### src/rtl/pirq_map_pkg.sv
package pirq_map_pkg;
  localparam int BUS_BYTES = 4;
  localparam int REG_BITS  = 16;
  localparam int FIELD_W   = 4;

  typedef enum logic [1:0] {
    ACC_BYTE  = 2'd0,
    ACC_WORD  = 2'd1,
    ACC_DWORD = 2'd2,
    ACC_DW_ALT = 2'd3
  } acc_size_e;

  function automatic logic [2:0] acc_len(input logic [1:0] sz);
    case (sz)
      ACC_BYTE: acc_len = 3'd1;
      ACC_WORD: acc_len = 3'd2;
      default:  acc_len = 3'd4;
    endcase
  endfunction
endpackage

### src/rtl/pirq_cfg_access.sv
module pirq_cfg_access
  import pirq_map_pkg::*;
#(
  parameter int WIN_BYTES = 16,
  parameter int ADDR_W    = 12
) (
  input  logic                   acc_wr,
  input  logic [ADDR_W-1:0]      acc_addr,
  input  logic [1:0]             acc_size,
  input  logic [BUS_BYTES*8-1:0] acc_wdata,
  input  logic [WIN_BYTES*8-1:0] win_view,
  output logic [WIN_BYTES-1:0]   byte_we,
  output logic [WIN_BYTES*8-1:0] byte_wd,
  output logic [BUS_BYTES*8-1:0] acc_rdata
);
  localparam int OFF_W = $clog2(WIN_BYTES);
  localparam int POS_W = OFF_W + 1;

  logic [OFF_W-1:0] base_off;
  logic [2:0]       lanes;
  logic [POS_W-1:0] lane_pos [BUS_BYTES];
  logic             lane_on  [BUS_BYTES];
  logic [ADDR_W-OFF_W-1:0] unused_hi_addr;

  assign base_off       = acc_addr[OFF_W-1:0];
  assign unused_hi_addr = acc_addr[ADDR_W-1:OFF_W];
  assign lanes          = acc_len(acc_size);

  always_comb begin
    for (int k = 0; k < BUS_BYTES; k++) begin
      lane_pos[k] = {1'b0, base_off} + POS_W'(k);
      lane_on[k]  = (3'(k) < lanes) && (lane_pos[k] < POS_W'(WIN_BYTES));
    end
  end

  always_comb begin
    byte_we   = '0;
    byte_wd   = '0;
    acc_rdata = '0;
    for (int k = 0; k < BUS_BYTES; k++) begin
      if (lane_on[k]) begin
        acc_rdata[8*k +: 8] = win_view[int'(lane_pos[k][OFF_W-1:0])*8 +: 8];
        if (acc_wr) begin
          byte_we[lane_pos[k][OFF_W-1:0]] = 1'b1;
          byte_wd[int'(lane_pos[k][OFF_W-1:0])*8 +: 8] = acc_wdata[8*k +: 8];
        end
      end
    end
  end
endmodule

### src/rtl/pirq_route_regs.sv
module pirq_route_regs
  import pirq_map_pkg::*;
#(
  parameter int             WIN_BYTES = 16,
  parameter int             NUM_REG   = 7,
  parameter int             FIXED_IDX = 5,
  parameter logic [15:0]    RST_VAL   = 16'h3210
) (
  input  logic                          clk,
  input  logic                          rst_n,
  input  logic [WIN_BYTES-1:0]          byte_we,
  input  logic [WIN_BYTES*8-1:0]        byte_wd,
  output logic [WIN_BYTES*8-1:0]        win_view,
  output logic [NUM_REG*REG_BITS-1:0]   route_flat
);
  localparam int MAPPED = NUM_REG * 2;

  for (genvar r = 0; r < NUM_REG; r++) begin : g_reg
    if (r == FIXED_IDX) begin : g_fixed
      assign win_view[r*16 +: 16] = '0;
    end else begin : g_prog
      logic [15:0] q;
      always_ff @(posedge clk or negedge rst_n) begin
        if (!rst_n) begin
          q <= RST_VAL;
        end else begin
          for (int j = 0; j < 2; j++) begin
            if (byte_we[2*r + j]) q[8*j +: 8] <= byte_wd[(2*r + j)*8 +: 8];
          end
        end
      end
      assign win_view[r*16 +: 16] = q;
    end
  end

  if (WIN_BYTES > MAPPED) begin : g_gap
    assign win_view[WIN_BYTES*8-1 : MAPPED*8] = '0;
  end

  assign route_flat = win_view[NUM_REG*16-1:0];

  logic unused_ok;
  assign unused_ok = ^{byte_we, byte_wd};
endmodule

### src/rtl/pirq_lookup.sv
module pirq_lookup
  import pirq_map_pkg::*;
#(
  parameter int FIRST_SLOT = 25,
  parameter int NUM_REG    = 7,
  parameter int FIXED_SLOT = 30
) (
  input  logic [NUM_REG*REG_BITS-1:0] route_flat,
  input  logic [4:0]                  slot,
  input  logic [1:0]                  pin,
  output logic [2:0]                  pirq
);
  localparam logic [4:0] LO  = 5'(FIRST_SLOT);
  localparam logic [4:0] HI  = 5'(FIRST_SLOT + NUM_REG - 1);
  localparam logic [4:0] FIX = 5'(FIXED_SLOT);

  logic [4:0] rel;
  logic [1:0] rot;
  assign rel = slot - LO;
  assign rot = slot[1:0] + pin;

  always_comb begin
    if (slot >= LO && slot <= HI) begin
      if (slot == FIX) pirq = {1'b1, pin};
      else pirq = route_flat[int'(rel)*REG_BITS + int'(pin)*FIELD_W +: 3];
    end else begin
      pirq = {1'b1, rot};
    end
  end
endmodule

### src/rtl/pirq_pin_mapper.sv
module pirq_pin_mapper
  import pirq_map_pkg::*;
#(
  parameter int ADDR_W     = 12,
  parameter int WIN_BYTES  = 16,
  parameter int FIRST_SLOT = 25,
  parameter int NUM_REG    = 7,
  parameter int FIXED_SLOT = 30
) (
  input  logic              clk,
  input  logic              rst_n,
  input  logic              cfg_wr,
  input  logic [ADDR_W-1:0] cfg_addr,
  input  logic [1:0]        cfg_size,
  input  logic [31:0]       cfg_wdata,
  output logic [31:0]       cfg_rdata,
  input  logic [4:0]        lk_slot,
  input  logic [1:0]        lk_pin,
  output logic [2:0]        lk_pirq,
  output logic              route_chg
);
  localparam int FIXED_IDX = FIXED_SLOT - FIRST_SLOT;

  logic [WIN_BYTES-1:0]        byte_we;
  logic [WIN_BYTES*8-1:0]      byte_wd;
  logic [WIN_BYTES*8-1:0]      win_view;
  logic [NUM_REG*REG_BITS-1:0] route_flat;

  pirq_cfg_access #(.WIN_BYTES(WIN_BYTES), .ADDR_W(ADDR_W)) u_acc (
    .acc_wr(cfg_wr), .acc_addr(cfg_addr), .acc_size(cfg_size),
    .acc_wdata(cfg_wdata), .win_view(win_view),
    .byte_we(byte_we), .byte_wd(byte_wd), .acc_rdata(cfg_rdata)
  );

  pirq_route_regs #(.WIN_BYTES(WIN_BYTES), .NUM_REG(NUM_REG),
                    .FIXED_IDX(FIXED_IDX), .RST_VAL(16'h3210)) u_regs (
    .clk(clk), .rst_n(rst_n), .byte_we(byte_we), .byte_wd(byte_wd),
    .win_view(win_view), .route_flat(route_flat)
  );

  pirq_lookup #(.FIRST_SLOT(FIRST_SLOT), .NUM_REG(NUM_REG),
                .FIXED_SLOT(FIXED_SLOT)) u_lk (
    .route_flat(route_flat), .slot(lk_slot), .pin(lk_pin), .pirq(lk_pirq)
  );

  always_ff @(posedge clk or negedge rst_n) begin
    if (!rst_n) route_chg <= 1'b0;
    else        route_chg <= cfg_wr;
  end
endmodule

### config.mk
export PLATFORM = sky130hd
export DESIGN_NAME = pirq_pin_mapper
export DESIGN_NICKNAME = d
export VERILOG_FILES = /design/src/rtl/pirq_map_pkg.sv /design/src/rtl/pirq_cfg_access.sv /design/src/rtl/pirq_route_regs.sv /design/src/rtl/pirq_lookup.sv /design/src/rtl/pirq_pin_mapper.sv
export SDC_FILE = /design/constraint.sdc
export NUM_CORES = 1
export LEC_CHECK = 0
export CAP_MARGIN = 25
export CORE_MARGIN = 5
export CORE_UTILIZATION = 55
export CTS_CLUSTER_DIAMETER = 60
export DETAILED_ROUTE_END_ITERATION = 8
export PLACE_DENSITY = 0.83
export SYNTH_ARGS = -nofsm -noshare
export SYNTH_HDL_FRONTEND = slang
export SYNTH_HIERARCHICAL = 1
export SYNTH_SLANG_ARGS = --single-unit
export TNS_END_PERCENT = 50
### constraint.sdc
create_clock -name clk -period 10.03 [get_ports clk]
set_clock_uncertainty 0.1 [all_clocks]
set_input_delay 1.003 -clock clk [delete_from_list [all_inputs] [get_ports clk]]
set_output_delay 1.003 -clock clk [all_outputs]
set_load 0.02 [all_outputs]
==> results by group <==
Final layout
  • Multi-input logic area: around 11,000 sq um
  • Reg area: 2460 sq um
  • Commonest non-fill, non-tap cell in the layout: mux4_2
  • Layout fillers: 2,346
  • Share of cells above drive strength 1: 0.267
  • Most frequent cells in the layout: mux4_2, nand2_1, mux2_4, clkdlybuf4s50_1, dfrtp_1
  • P&R area growth vs syn: 0.820%
  • Post-route design area: 15,700 sq um
  • Fin nets: around 1,500
  • Final core occ: 0.563

Worst hold path
  • Hold Path Class: reg2reg

Flow run
  • Max Cap Viol: 0

Setup path
  • WP data required: 8.93 ns
  • Buf/Inv on CP: 5
  • Top Family by Delay on Critical Path: buffers and inverters
  • CP Cell Sequence: clkbuf_8 -> inv_1 -> ha_4 -> buf_4 -> inv_1 -> mux2i_1 -> mux4_2 -> and2_1 -> clkdlybuf4s50_1
  • Most frequent cell on the critical path: inv_1
  • CP Capture Type: output pin
  • Slowest cell on the critical path: buf_4
  • CP Launch Type: primary input
  • Crit path max fanout: 61
  • Critical path arrival: 5.54 ns
  • WS Path Type: in2out
  • Crit-path max cell delay: 0.78 ns

Die
  • Rows: slightly above 60
  • Core footprint: 27,900 sq um
  • Initial Util: 0.559
  • Die Span Y: 178 um
  • Io pins: 92
  • Die W: 178 um
  • Die ar.: 31,800 sq um

Timing
  • Final hold slack: 0.484 ns
  • Worst-margin pin slew: 1.23 ns
  • Setup TNS: 0 ns
  • Max-slew violations: 0
  • Tcrit/Tclk final: 0.662
  • Final min period: 6.64 ns
  • Slew margin rel.: 0.177
  • Final setup violating endpoints: 0
  • Final worst slack: 3.39 ns
  • Final count of hold timing violations: 0
  • RSZ-0062 raised after global routing: no
  • FMAX: around 0.15 GHz

Clock network
  • Post-CTS setup buffers: 0
  • Clk buf depth: 2
  • Cts repair resizes: 0
  • CTS root buf: clkbuf_16
  • Reg clk slew, reported paths: 0.07 ns
  • TritonCTS Buffers: 9
  • CTS tree: built
  • Sink Count: 97
  • Cts hold-fix bufs: 0
  • H-tree Lvls: 3
  • Worst-skew pair later-pin latency: 0.36 ns

Place
  • Pre-CTS WS: roughly 3.5 ns
  • PortBufs: 83
  • Gpl congestion: between 1 and 1.5
  • Post-DP Area: 15,400 sq um
  • HPWL after DPL: 47.0 mm

Run status
  • Status: finished clean

Power and ir drop
  • Leakage: 5.68 nW
  • Worst vdd ir: 0.0801 mV
  • Power Dens Cells: between 90 and 100 nW/um^2

Logic synthesis
  • Avg Cell Area, Syn: 9.76 sq um
  • Yosys warnings: 6
  • Post-Syn Area: around 16,000 sq um
  • Mapped Cells: around 1,600

Routing
  • Detailed-route wire length: 62.8 mm
  • Via Count: between 10,000 and 15,000
  • Drc violations: 0
  • DRT iter0 DRCs: approximately 2,800
  • ANT nets after route: 0
  • Wire per inst: 34.2 um
  • Vias per Instance: 8.01
  • DR pass1 iterations: 6

Global routing
  • Initial antenna violation count: 4
  • Total grt overflow: 0
  • Gr usage total: 0.391
  • Vias in the first global route: 14,000
  • Largest net degree at the start of global routing: 73
  • First-pass GRT wire length: just over 90 mm
## metal layers
layer,part of all wire,vias to the layer above,global-route usage
met1,0.35,7062,0.500
met3,0.15,343,0.130
met2,0.44,1490,0.607
li1,-,5803,-
met4,0.064,8,0.172
met5,0.00088,-,0
## state kept, by name, summed over array words and instances, names as in the netlist
register / cells
route_chg: 1
u_regs/g.g_prog.q: 96
## report_power, final
group	switching, mW	internal (mW)
registers	0.0421	0.415
logic	0.397	0.267
clock network	0.175	0.176
## cell type report
cell class                      count  area share
Inverter                           27     0.00646
Clock inverter                      7     0.00470
Timing Repair Buffer              120      0.0705
Sequential cell                    97       0.157
Clock buffer                        9      0.0143
Multi-Input combinational cell   1198       0.717
Antenna cell                        1    0.000159
Tap cell                          378      0.0301
## worst paths after layout
path | slack (ns) | end | cells past startpoint | start
setup / recovery | 3.39 | cfg_rdata[13] | 9 | cfg_addr[0]
hold / removal | 0.48 | u_regs/g_reg[0].g_prog.q[15] | 1 | u_regs/g_reg[0].g_prog.q[15]
setup reg to reg | 9.00 | u_regs/g_reg[6].g_prog.q[10] | 1 | u_regs/g_reg[6].g_prog.q[10]
hold reg to reg | 0.48 | u_regs/g_reg[0].g_prog.q[15] | 1 | u_regs/g_reg[0].g_prog.q[15]
max in group asynchronous | 8.13 | u_regs/g_reg[0].g_prog.q[8] | 2 | rst_n
min in group asynchronous | 0.53 | route_chg | 1 | rst_n
## metrics by stage
step / power (mW) / cells
after floorplan: 0.927 / 1638
after global placement: 1.08 / 1813
after detailed placement: 1.09 / 1817
after CTS: 1.44 / 1833
after global routing: 1.52 / 1836
final: 1.47 / 1837
Power figures use the tool's default switching activity.
